===== src/rtl/crc_pkg.sv =====
package crc_pkg;
  typedef enum logic [1:0] {
    XM_WRITE  = 2'd0,
    XM_READ   = 2'd1,
    XM_DIRECT = 2'd2,
    XM_RSVD   = 2'd3
  } xfer_mode_e;
endpackage


===== src/rtl/crc_cmd_seq.sv =====
// Start/stop sequencing and the enabled state of the context.
module crc_cmd_seq (
  input  logic clk,
  input  logic rst_n,
  input  logic start_i,
  input  logic stop_i,
  input  logic boundary_i,
  input  logic idle_i,
  input  logic frame_end_i,
  input  logic oneshot_i,
  output logic en_o,
  output logic arm_o,
  output logic hold_o
);
  logic pend_start_q, pend_start_d;
  logic pend_stop_q, pend_stop_d;
  logic en_q, en_d;
  logic start_seen, stop_seen, apply;

  always_comb begin
    start_seen  = pend_start_q | start_i;
    stop_seen   = pend_stop_q | stop_i;
    apply       = boundary_i & idle_i;
    arm_o       = apply & start_seen;
    hold_o      = apply & (start_seen | stop_seen);
    pend_start_d = start_seen & ~apply;
    pend_stop_d  = stop_seen & ~apply;
    en_d = en_q;
    if (arm_o)                       en_d = 1'b1;
    else if (hold_o)                 en_d = 1'b0;
    else if (frame_end_i && oneshot_i) en_d = 1'b0;
  end

  always_ff @(posedge clk or negedge rst_n) begin
    if (!rst_n) begin
      pend_start_q <= 1'b0;
      pend_stop_q  <= 1'b0;
      en_q         <= 1'b0;
    end else begin
      pend_start_q <= pend_start_d;
      pend_stop_q  <= pend_stop_d;
      en_q         <= en_d;
    end
  end

  assign en_o = en_q;

  a_r4_start_on_boundary: assert property (@(posedge clk) disable iff (!rst_n)
    $rose(en_q) |-> $past(boundary_i) && $past(idle_i));

  a_r8_oneshot_off: assert property (@(posedge clk) disable iff (!rst_n)
    frame_end_i && oneshot_i |=> !en_q);
endmodule


===== src/rtl/crc_line_trk.sv =====
// Line counter and frame-complete event.
module crc_line_trk #(
  parameter int LINE_W = 13
) (
  input  logic              clk,
  input  logic              rst_n,
  input  logic              arm_i,
  input  logic              step_i,
  input  logic [LINE_W-1:0] last_line_i,
  output logic              frame_end_o,
  output logic              done_o
);
  logic [LINE_W-1:0] line_q, line_d;
  logic              line_en, at_last, done_q;

  always_comb begin
    at_last     = (line_q == last_line_i);
    frame_end_o = step_i & at_last;
    line_en     = arm_i | step_i;
    line_d      = (arm_i | at_last) ? '0 : line_q + 1'b1;
  end

  always_ff @(posedge clk or negedge rst_n) begin
    if (!rst_n) begin
      line_q <= '0;
      done_q <= 1'b0;
    end else begin
      if (line_en) line_q <= line_d;
      done_q <= frame_end_o;
    end
  end

  assign done_o = done_q;

  a_r7_done_single: assert property (@(posedge clk) disable iff (!rst_n)
    done_q |=> !done_q);
endmodule


===== src/rtl/crc_trig.sv =====
// Threshold comparison, in-flight tracking, flush queueing, error event.
module crc_trig
  import crc_pkg::*;
#(
  parameter int LVL_W = 14
) (
  input  logic             clk,
  input  logic             rst_n,
  input  xfer_mode_e       mode_i,
  input  logic [LVL_W-1:0] trigger_i,
  input  logic [LVL_W-1:0] level_i,
  input  logic             en_i,
  input  logic             arm_i,
  input  logic             hold_i,
  input  logic             flush_i,
  input  logic             req_done_i,
  input  logic             rd_access_i,
  output logic             wr_req_o,
  output logic             rd_req_o,
  output logic             inflight_o,
  output logic             err_o
);
  logic inflight_q, inflight_d;
  logic flush_q, flush_d;
  logic wr_q, rd_q, err_q, err_d;
  logic is_wr, is_rd, lvl_nz, wr_want, rd_want, can_issue, wr_go, rd_go;

  always_comb begin
    is_wr     = (mode_i == XM_WRITE);
    is_rd     = (mode_i == XM_READ);
    lvl_nz    = |level_i;
    wr_want   = is_wr & ((level_i >= trigger_i) | (flush_q & lvl_nz));
    rd_want   = is_rd & (level_i < trigger_i);
    can_issue = en_i & ~inflight_q & ~hold_i;
    wr_go     = can_issue & wr_want;
    rd_go     = can_issue & rd_want;

    inflight_d = inflight_q;
    if (wr_go | rd_go)   inflight_d = 1'b1;
    else if (req_done_i) inflight_d = 1'b0;

    flush_d = flush_q;
    if (arm_i | ~en_i)                flush_d = 1'b0;
    else if (flush_i & is_wr)         flush_d = 1'b1;
    else if (wr_go)                   flush_d = 1'b0;
    else if (~inflight_q & ~lvl_nz)   flush_d = 1'b0;

    err_d = rd_access_i & en_i & is_rd & ~lvl_nz;
  end

  always_ff @(posedge clk or negedge rst_n) begin
    if (!rst_n) begin
      inflight_q <= 1'b0;
      flush_q    <= 1'b0;
      wr_q       <= 1'b0;
      rd_q       <= 1'b0;
      err_q      <= 1'b0;
    end else begin
      inflight_q <= inflight_d;
      flush_q    <= flush_d;
      wr_q       <= wr_go;
      rd_q       <= rd_go;
      err_q      <= err_d;
    end
  end

  assign wr_req_o   = wr_q;
  assign rd_req_o   = rd_q;
  assign inflight_o = inflight_q;
  assign err_o      = err_q;

  a_r3_one_in_flight: assert property (@(posedge clk) disable iff (!rst_n)
    inflight_q && !req_done_i |=> !wr_q && !rd_q);

  a_r3_direct_silent: assert property (@(posedge clk) disable iff (!rst_n)
    mode_i[1] |=> !wr_q && !rd_q);

  a_r1_wr_pulse: assert property (@(posedge clk) disable iff (!rst_n)
    wr_q |=> !wr_q);

  a_r9_err_read_only: assert property (@(posedge clk) disable iff (!rst_n)
    err_q |-> $past(mode_i) == XM_READ);
endmodule


===== src/rtl/ctx_req_ctrl.sv =====
module ctx_req_ctrl
  import crc_pkg::*;
#(
  parameter int LVL_W     = 14,
  parameter int LINE_W    = 13,
  parameter int CONT_LAST = 7
) (
  input  logic              clk,
  input  logic              rst_n,
  input  logic [1:0]        mode_i,
  input  logic              oneshot_i,
  input  logic [LVL_W-1:0]  trigger_i,
  input  logic [LINE_W-1:0] last_line_i,
  input  logic              start_i,
  input  logic              stop_i,
  input  logic              flush_i,
  input  logic [LVL_W-1:0]  level_i,
  input  logic              boundary_i,
  input  logic              req_done_i,
  input  logic              rd_access_i,
  output logic              wr_req_o,
  output logic              rd_req_o,
  output logic              enabled_o,
  output logic              done_o,
  output logic              err_o
);
  localparam logic [LINE_W-1:0] CONT_LINE = LINE_W'(CONT_LAST);

  xfer_mode_e mode;
  logic en, arm, hold, inflight, step, frame_end;

  assign mode = xfer_mode_e'(mode_i);
  assign step = req_done_i & inflight;

  crc_cmd_seq u_cmd (
    .clk(clk), .rst_n(rst_n), .start_i(start_i), .stop_i(stop_i),
    .boundary_i(boundary_i), .idle_i(~inflight), .frame_end_i(frame_end),
    .oneshot_i(oneshot_i), .en_o(en), .arm_o(arm), .hold_o(hold)
  );

  crc_line_trk #(.LINE_W(LINE_W)) u_line (
    .clk(clk), .rst_n(rst_n), .arm_i(arm), .step_i(step),
    .last_line_i(last_line_i), .frame_end_o(frame_end), .done_o(done_o)
  );

  crc_trig #(.LVL_W(LVL_W)) u_trig (
    .clk(clk), .rst_n(rst_n), .mode_i(mode), .trigger_i(trigger_i),
    .level_i(level_i), .en_i(en), .arm_i(arm), .hold_i(hold),
    .flush_i(flush_i), .req_done_i(req_done_i), .rd_access_i(rd_access_i),
    .wr_req_o(wr_req_o), .rd_req_o(rd_req_o), .inflight_o(inflight),
    .err_o(err_o)
  );

  assign enabled_o = en;

  a_r8_cont_last_line: assert property (@(posedge clk) disable iff (!rst_n)
    en && !oneshot_i |-> last_line_i == CONT_LINE);

  a_r5_no_req_while_off: assert property (@(posedge clk) disable iff (!rst_n)
    !en |=> !wr_req_o && !rd_req_o);
endmodule


===== config.mk =====
export PLATFORM = sky130hd
export DESIGN_NAME = ctx_req_ctrl
export DESIGN_NICKNAME = d
export VERILOG_FILES = /design/src/rtl/crc_pkg.sv /design/src/rtl/crc_cmd_seq.sv /design/src/rtl/crc_line_trk.sv /design/src/rtl/crc_trig.sv /design/src/rtl/ctx_req_ctrl.sv
export SDC_FILE = /design/constraint.sdc
export NUM_CORES = 1
export LEC_CHECK = 0
export BUFFER_PORTS_ARGS = -buffer_cell sky130_fd_sc_hd__buf_4
export CAP_MARGIN = 15
export CORE_MARGIN = 3
export CORE_UTILIZATION = 53
export DETAILED_ROUTE_END_ITERATION = 8
export GPL_TIMING_DRIVEN = 0
export MAX_ROUTING_LAYER = met4
export PLACE_DENSITY = 0.84
export SLEW_MARGIN = 20
export SYNTH_ARGS = -nofsm -noshare
export SYNTH_HDL_FRONTEND = slang
export SYNTH_SLANG_ARGS = --single-unit
export TNS_END_PERCENT = 50

===== constraint.sdc =====
create_clock -name clk -period 2.7 [get_ports clk]
set_clock_uncertainty 0.1 [all_clocks]
set_input_delay 0.135 -clock clk [delete_from_list [all_inputs] [get_ports clk]]
set_output_delay 0.135 -clock clk [all_outputs]
set_load 0.01 [all_outputs]

==> impl_table.tex, run 1 <==
\begin{tabular}{lr}
\hline
Metric & Value \\
\hline
\multicolumn{2}{l}{\textbf{Outcome}} \\
Status & finished, final reports clean \\
\multicolumn{2}{l}{\textbf{Routing}} \\
Pre-antenna DRT Iters & 4 \\
Detailed-route wire length & 3960 µm \\
DRC marker count from the first detailed-route iteration & 54 \\
Number of vias per cell & 5.75 \\
Residual DRC & 0 \\
Number of nets still failing antenna checks after routing & 0 \\
Total via count in the routed design & 1557 \\
Routed wire length per instance & 14.6 µm \\
\multicolumn{2}{l}{\textbf{Die}} \\
Std-Cell Core Area & 0.00281 mm² \\
I/O pins & 57 \\
Die Outline Area & 0.00371 mm² \\
Overall die height & 60.9 µm \\
Starting utilization of the core area & 57.0\% \\
Number of core rows & 19 \\
Width of the die & 60.9 µm \\
\multicolumn{2}{l}{\textbf{STA}} \\
Sum Neg Setup Slack & 0 ps \\
Min setup slack post-route & 772 ps \\
Pins over their slew limit & 0 \\
Max Fclk & 519 MHz \\
Count of final hold-check violations & 0 \\
Unrepaired setup endpoints after global routing & no \\
Max-Slew Margin vs Limit & 65.4\% \\
Final setup violating endpoints & 0 \\
Time the worst path needs with I/O delays and setup & 1930 ps \\
Hold Worst Slack & 8.70 ps \\
Worst Tran Pin Value & 514 ps \\
Final worst-path cycle share & 71.4\% \\
\multicolumn{2}{l}{\textbf{Setup path}} \\
Peak per-stage delay on the critical path & 500 ps \\
Required @ worst endpoint & 2800 ps \\
Count of cells along the worst register-to-register path & 6 \\
Endpoint of the lowest-slack register-to-register path & u\_line.line\_q[11] \\
Critical path peak fanout & 10 \\
Critical path class & flop to flop \\
Cell type of the slowest stage on the worst timing path & sky130\_fd\_sc\_hd\_\_nor4\_1 \\
Kind of end point of the critical path & flop \\
R2r startpoint & u\_line.line\_q[2] \\
CP cell instances & buf\_2 > xor2\_1 > nor4\_1 > a31o\_2 > buf\_4 > a21oi\_1 \\
Arr. time, crit path & 2020 ps \\
Startpoint type of the worst setup path & flop \\
Worst R2R Setup Slack & 770 ps \\
Critical path startpoint & u\_line.line\_q[2] \\
\multicolumn{2}{l}{\textbf{Logic synthesis}} \\
Post-synthesis instance total & 176 \\
Number of storage elements in the synthesis netlist & 22 \\
Count of flip-flops with a built-in enable after synthesis & 0 \\
Main synth FF type & sky130\_fd\_sc\_hd\_\_dfrtp\_1 \\
Mean Syn Cell Area & 9.08 µm² \\
Synthesized Nets & 243 \\
Synth cell types & 40 \\
Async set or reset register ratio after synthesis & 100\% \\
Register area share after synthesis & 34.5\% \\
Number of synthesis warnings & 0 \\
Mapped Area & 0.00160 mm² \\
\multicolumn{2}{l}{\textbf{Global routing}} \\
Via count of the first global-routing pass & 1584 \\
Remaining global-route overflow & 0 \\
Antenna violations before repair & 0 \\
Met1 usage in global routing & 26.8\% \\
Overall global routing resource usage & 23.9\% \\
Wire length of the first global-routing pass & 6520 µm \\
GR peak layer & met2 \\
Routing usage on met2 & 43.7\% \\
Global-route track usage on met3 & 3.19\% \\
Maximum number of pins on one net before global-route repair & 23 \\
\multicolumn{2}{l}{\textbf{Clock tree}} \\
Number of buffers between clock root and the deepest sink & 2 \\
Clock slew seen by the registers of the worst setup and hold paths & 120 ps \\
Number of sinks handled by clock tree synthesis & 22 \\
Root buf cell & sky130\_fd\_sc\_hd\_\_clkbuf\_4 \\
Number of setup buffers added after CTS & 0 \\
CTS-repair resized insts & 0 \\
TritonCTS clock tree & yes \\
Clk Latency, worst-skew pair & 310 ps \\
H-Tree Level Count & 1 \\
Num CTS Buffers & 3 \\
\multicolumn{2}{l}{\textbf{Placed design}} \\
Dpl cell area & 0.00206 mm² \\
Detailed placement HPWL & 3390 µm \\
Pre-CTS setup slack & 714 ps \\
Final RePlAce weighted congestion & 0.848 \\
Number of I/O port buffers & 56 \\
\multicolumn{2}{l}{\textbf{Cells and area}} \\
Finished layout cell area & 0.00213 mm² \\
Area growth, synth to finish & 33.5\% \\
Most frequent standard cell in the layout excluding fill and tap cells & sky130\_fd\_sc\_hd\_\_buf\_4 \\
Share of cells above drive strength 1 & 29.6\% \\
Most used cells in the layout excluding fill and tap cells & sky130\_fd\_sc\_hd\_\_buf\_4, sky130\_fd\_sc\_hd\_\_dfrtp\_1, sky130\_fd\_sc\_hd\_\_inv\_1 \\
Net count reported at finish & 308 \\
Number of antenna repair diodes & 0 \\
\multicolumn{2}{l}{\textbf{Min path}} \\
Worst min-delay path startpoint & flush\_i \\
Class of the most critical hold timing path & primary input to flop \\
Worst hold path cell count & 3 \\
Min-Delay Endpoint & u\_trig.flush\_q \\
\multicolumn{2}{l}{\textbf{Pwr}} \\
Leakage power & 1.08 nW \\
Max VDD drop & 0.000268 V \\
Power per standard cell area & 359 mW/mm² \\
\multicolumn{2}{l}{\textbf{Job}} \\
Max-cap violation count & 0 \\
\hline
\end{tabular}
==> final cells by class <==
cell class | count | area, µm²
Clock buffer | 4 | 36.3
Inverter | 19 | 71.3
Multi-Input combinational cell | 133 | 963
Tap cell | 31 | 38.8
Sequential cell | 22 | 551
Timing Repair Buffer | 60 | 460
Buffer | 2 | 12.5
Fill cell | 213 | 672
==> repair_timing <==
action	4_1_cts	5_1_grt
endpoints found under the hold margin	26	0
setup endpoints to repair	0	0
hold buffers	4	0
==> how the worst max path moves through the flow <==
stage	cells after the start	end
final	6	u_line.line_q[11]
after global routing	6	u_line.line_q[11]
after CTS	6	u_line.line_q[9]
after detailed placement	7	u_trig.flush_q
after global placement	7	u_trig.flush_q
after floorplan	6	u_line.line_q[11]
==> stage by stage <==
stage               instances  power, mW  util (%)
global placement          263      0.572      73.3
global route              271      0.815      76.0
CTS                       271      0.770      76.0
detailed placement        263      0.586      73.3
floorplan                 176      0.478         -
finish                    271      0.767      76.0
==> registers in the layout, indices dropped and copies added, names as in the netlist <==
signal,flops
u_trig.flush_q,1
u_cmd.pend_start_q,1
u_cmd.pend_stop_q,1
u_line.done_o,1
u_trig.inflight_o,1
u_line.line_q,13
u_trig.err_o,1
u_trig.wr_req_o,1
u_cmd.en_o,1
u_trig.rd_req_o,1
==> per-layer routing <==
layer,vias to the layer above,wire length (µm),share of wire (%)
li1,762,-,-
met1,742,1580,40
met2,49,2130,54
met3,4,216,5.5
met4,0,26,0.66
met5,-,0,0
==> power by group <==
group / total, mW / internal, mW / leakage (nW) / switching (mW)
Sequential: 0.364 / 0.345 / 0.301 / 0.0184
Combinational: 0.220 / 0.118 / 0.755 / 0.102
Clock: 0.183 / 0.0823 / 0.0210 / 0.100
Total: 0.767 / 0.546 / 1.08 / 0.221
==> cells in the mapped netlist (2+ instances only) <==
cell type / number / share of area [%]
sky130_fd_sc_hd__dfrtp_1: 22 / 34
sky130_fd_sc_hd__inv_1: 19 / 4.5
sky130_fd_sc_hd__nor2_1: 16 / 3.8
sky130_fd_sc_hd__ha_1: 15 / 12
sky130_fd_sc_hd__nand4_1: 13 / 5.1
sky130_fd_sc_hd__a21oi_1: 11 / 3.4
sky130_fd_sc_hd__xor2_1: 10 / 5.5
sky130_fd_sc_hd__xnor2_1: 9 / 4.9
sky130_fd_sc_hd__nand2_1: 7 / 1.6
sky130_fd_sc_hd__o21ai_0: 7 / 2.2
sky130_fd_sc_hd__nand3_1: 5 / 1.6
sky130_fd_sc_hd__nor4_1: 5 / 2.0
sky130_fd_sc_hd__or3_1: 4 / 1.6
sky130_fd_sc_hd__and2_1: 3 / 1.2
sky130_fd_sc_hd__and3_1: 3 / 1.2
sky130_fd_sc_hd__nor3_1: 2 / 0.63
sky130_fd_sc_hd__o31ai_1: 2 / 0.94
==> critical path: cells and delay by family (launching register included) <==
| family | cells | cell delay (ps) |
|---|---|---|
| buffers and inverters | 2 | 340 |
| flip-flops | 1 | 380 |
| AND/OR/NAND/NOR | 1 | 500 |
| AO/OA/AOI/OAI | 2 | 320 |
| XOR/XNOR | 1 | 170 |
==> cell families (layout without fill, tap and decap cells) <==
group                    count (synthesis)  in the layout  synth area share (%)
XOR/XNOR                                19             19                  10.4
adder cells (fa/ha/maj)                 15             15                  11.7
AO/OA/AOI/OAI                           31             31                  13.2
buffers and inverters                   21             85                  5.25
AND/OR/NAND/NOR                         67             67                  24.3
flip-flops                              22             22                  34.5
multiplexers                             1              1                 0.705
No activity file was read; power rests on OpenSTA's default activity.
==> run 2: changes to the inputs <==
- CORE_UTILIZATION: 53 -> 45
- PLACE_DENSITY: 0.84 -> 0.76
- clock period: 2.7 -> 1.7 ns (I/O delays scaled with it)
==> run 2 against run 1 <==
Effect of this change: the run now ends with setup timing left; count of clock-buffer cells in the layout shrank 1; critical path depth unchanged; first-iteration DRC count rose by 57%; critical path type unchanged; global-route usage fell by 4.6 points; utilization shrank 2.8 points; power rose by 86%; die area rose by 16%; routed wire length up 12%; via count increased by 5.3%; sequential share of layout area fell by 3.6 points; register-to-register slack got worse by 910 ps; flip-flop and latch count did not move.
==> impl_table.tex, run 2 (same netlist as run 1, synthesis figures left out) <==
\begin{tabular}{lr}
\hline
Metric & Value \\
\hline
\multicolumn{2}{l}{\textbf{Outcome}} \\
Status & finished with violations \\
Violations in the final reports & setup timing \\
\multicolumn{2}{l}{\textbf{Global routing}} \\
Maximum number of pins on one net before global-route repair & 23 (unchanged) \\
Remaining global-route overflow & 0 (unchanged) \\
Via count of the first global-routing pass & 1460 (-7.8\%) \\
Overall global routing resource usage & 19.3\% (-4.6 points) \\
Wire length of the first global-routing pass & 6340 µm (-2.7\%) \\
Antenna violations before repair & 0 (unchanged) \\
\multicolumn{2}{l}{\textbf{Min path}} \\
Worst min-delay path startpoint & req\_done\_i \\
Class of the most critical hold timing path & primary input to flop \\
\multicolumn{2}{l}{\textbf{STA}} \\
Time the worst path needs with I/O delays and setup & 1840 ps (-88.1 ps) \\
Sum Neg Setup Slack & -1000 ps (-1000 ps) \\
Count of final hold-check violations & 0 (unchanged) \\
Final setup violating endpoints & 11 (+11) \\
Max-Slew Margin vs Limit & 74.2\% (+8.7 points) \\
Min setup slack post-route & -140 ps (-912 ps) \\
Final worst-path cycle share & 108\% (+37 points) \\
Worst Tran Pin Value & 388 ps (-126 ps) \\
Pins over their slew limit & 0 (unchanged) \\
Max Fclk & 543 MHz (+4.8\%) \\
Unrepaired setup endpoints after global routing & yes \\
\multicolumn{2}{l}{\textbf{Routing}} \\
M1 WL & 1890 µm (+20\%) \\
Residual DRC & 0 (unchanged) \\
Total via count in the routed design & 1639 (+5.3\%) \\
DRC marker count from the first detailed-route iteration & 85 (+57\%) \\
Number of vias per cell & 5.20 (-9.4\%) \\
Routed wire length on met2 & 2260 µm (+5.9\%) \\
Detailed-route wire length & 4430 µm (+12\%) \\
Number of nets still failing antenna checks after routing & 0 (unchanged) \\
Routed wire length per instance & 14.0 µm (-3.8\%) \\
Top routing layer used & met4 \\
Pre-antenna DRT Iters & 4 (unchanged) \\
Wire length on met3 & 211 µm (-2.3\%) \\
\multicolumn{2}{l}{\textbf{Clock tree}} \\
Clk Latency, worst-skew pair & 330 ps (+20 ps) \\
Clock slew seen by the registers of the worst setup and hold paths & 140 ps (+20 ps) \\
H-Tree Level Count & 1 (unchanged) \\
Root buf cell & sky130\_fd\_sc\_hd\_\_clkbuf\_4 \\
Number of sinks handled by clock tree synthesis & 22 (unchanged) \\
Number of buffers between clock root and the deepest sink & 2 (unchanged) \\
TritonCTS clock tree & yes \\
Num CTS Buffers & 3 (unchanged) \\
\multicolumn{2}{l}{\textbf{Pwr}} \\
Leakage power & 1.24 nW (+15\%) \\
Sequential share of power & 40.3\% (-7.2 points) \\
Max VDD drop & 0.000435 V (+62\%) \\
Switching power total & 396 µW (+79\%) \\
Power share of the clock group & 29.1\% (+5.3 points) \\
Gate power share & 30.6\% (+1.9 points) \\
Power per standard cell area & 573 mW/mm² (+60\%) \\
Switching share of power & 27.8\% (-1.0 points) \\
Power consumption & 1.42 mW (+86\%) \\
Internal power of the cells & 1.03 mW (+89\%) \\
\multicolumn{2}{l}{\textbf{Setup path}} \\
Worst R2R Setup Slack & -140 ps (-910 ps) \\
Critical path peak fanout & 5 (-5) \\
R2r startpoint & u\_line.line\_q[3] \\
Startpoint type of the worst setup path & flop \\
Critical path class & flop to flop \\
Arr. time, crit path & 1950 ps (-70 ps) \\
Count of cells along the worst register-to-register path & 6 (unchanged) \\
Critical path startpoint & u\_line.line\_q[3] \\
Required @ worst endpoint & 1810 ps (-990 ps) \\
Termination of the worst setup path & u\_line.line\_q[12] \\
Endpoint of the lowest-slack register-to-register path & u\_line.line\_q[12] \\
Kind of end point of the critical path & flop \\
\multicolumn{2}{l}{\textbf{Die}} \\
Std-Cell Core Area & 0.00339 mm² (+21\%) \\
Die Outline Area & 0.00430 mm² (+16\%) \\
Overall die height & 65.6 µm (+7.7\%) \\
Number of core rows & 21 (+2) \\
Width of the die & 65.6 µm (+7.7\%) \\
I/O pins & 57 (unchanged) \\
Starting utilization of the core area & 47.1\% (-9.8 points) \\
\multicolumn{2}{l}{\textbf{Cells and area}} \\
Area growth, synth to finish & 55.4\% \\
Share of the core filled with cells in the final layout & 73.3\% (-2.8 points) \\
Net count reported at finish & 337 (+9.4\%) \\
Number of flip-flops under the largest register name & 13 (unchanged) \\
Most used cells in the layout excluding fill and tap cells & sky130\_fd\_sc\_hd\_\_buf\_4, sky130\_fd\_sc\_hd\_\_dfrtp\_1, sky130\_fd\_sc\_hd\_\_inv\_1 \\
Number of antenna repair diodes & 0 (unchanged) \\
Register with the highest flop count & u\_line.line\_q \\
Most frequent standard cell in the layout excluding fill and tap cells & sky130\_fd\_sc\_hd\_\_buf\_4 \\
Share of cells above drive strength 1 & 37.9\% (+8.3 points) \\
\multicolumn{2}{l}{\textbf{Placed design}} \\
Final RePlAce weighted congestion & 0.842 (-0.68\%) \\
Detailed placement HPWL & 3010 µm (-11\%) \\
Number of I/O port buffers & 56 (unchanged) \\
\multicolumn{2}{l}{\textbf{Job}} \\
Max-cap violation count & 0 (unchanged) \\
\hline
\end{tabular}
[run 2: metrics by stage]
step / setup slack (ps) / instances / hold slack [ps] / instance area [µm²]
2_1_floorplan: -26.3 / 176 / -311 / 1600
3_3_place_gp: -203 / 278 / -110 / 2080
3_5_place_dp: -243 / 278 / -110 / 2080
4_1_cts: -87.7 / 300 / 23.5 / 2330
5_1_grt: -179 / 315 / 32.8 / 2480
6_report: -140 / 315 / 39.6 / 2480
[run 2: how the worst min path moves through the flow]
stage / cells past startpoint / slack [ps] / endpoint
floorplan: 0 / -310 / u_cmd.en_o
global placement: 1 / -110 / u_line.line_q[5]
detailed placement: 1 / -110 / u_line.line_q[5]
CTS: 3 / 20 / u_trig.inflight_o
global route: 3 / 30 / u_cmd.pend_start_q
finish: 3 / 40 / u_trig.inflight_o
[run 2: final cells by class]
cell class              instances  area (µm²)
plain buffers                   2        22.5
flip-flops and latches         22         552
clock inverters                 1        30.0
inverters                      19        71.3
fillers                       233         906
repair buffers                 89         693
multi-input cells             133        1030
well taps                      46        57.6
clock buffers                   3        22.5
[run 2: power by group through the flow]
stage                     clock [mW]  combinational [mW]  sequential (mW)
after floorplan                    0               0.176            0.584
after global placement             0               0.332            0.588
after detailed placement           0               0.336            0.589
after CTS                      0.414               0.398            0.572
after global routing           0.444               0.479            0.578
final                          0.415               0.436            0.573
[run 2: layer usage]
| layer | GRT usage, % | vias to the layer above |
|---|---|---|
| met5 | - | - |
| met4 | 3.89 | 0 |
| met3 | 3.08 | 9 |
| met2 | 32.7 | 47 |
| met1 | 24.5 | 762 |
| li1 | - | 821 |
[run 2: critical path, stage by stage, from the launching register on]
cell and delay (ps):
sky130_fd_sc_hd__dfrtp_1 460, sky130_fd_sc_hd__xnor2_1 270, sky130_fd_sc_hd__nand4_1 190, sky130_fd_sc_hd__nor3_4 230, sky130_fd_sc_hd__a31o_2 240, sky130_fd_sc_hd__buf_2 200
sky130_fd_sc_hd__a21oi_2 40
[run 2: repair_timing]
item | CTS | global route
pin swaps | 7 | 9
endpoints found under the setup margin | 16 | 16
cloned | 0 | 1
resized for setup | 6 | 10
setup buffers | 7 | 14
hold buffers | 11 | 0
hold endpoints to repair | 30 | 0
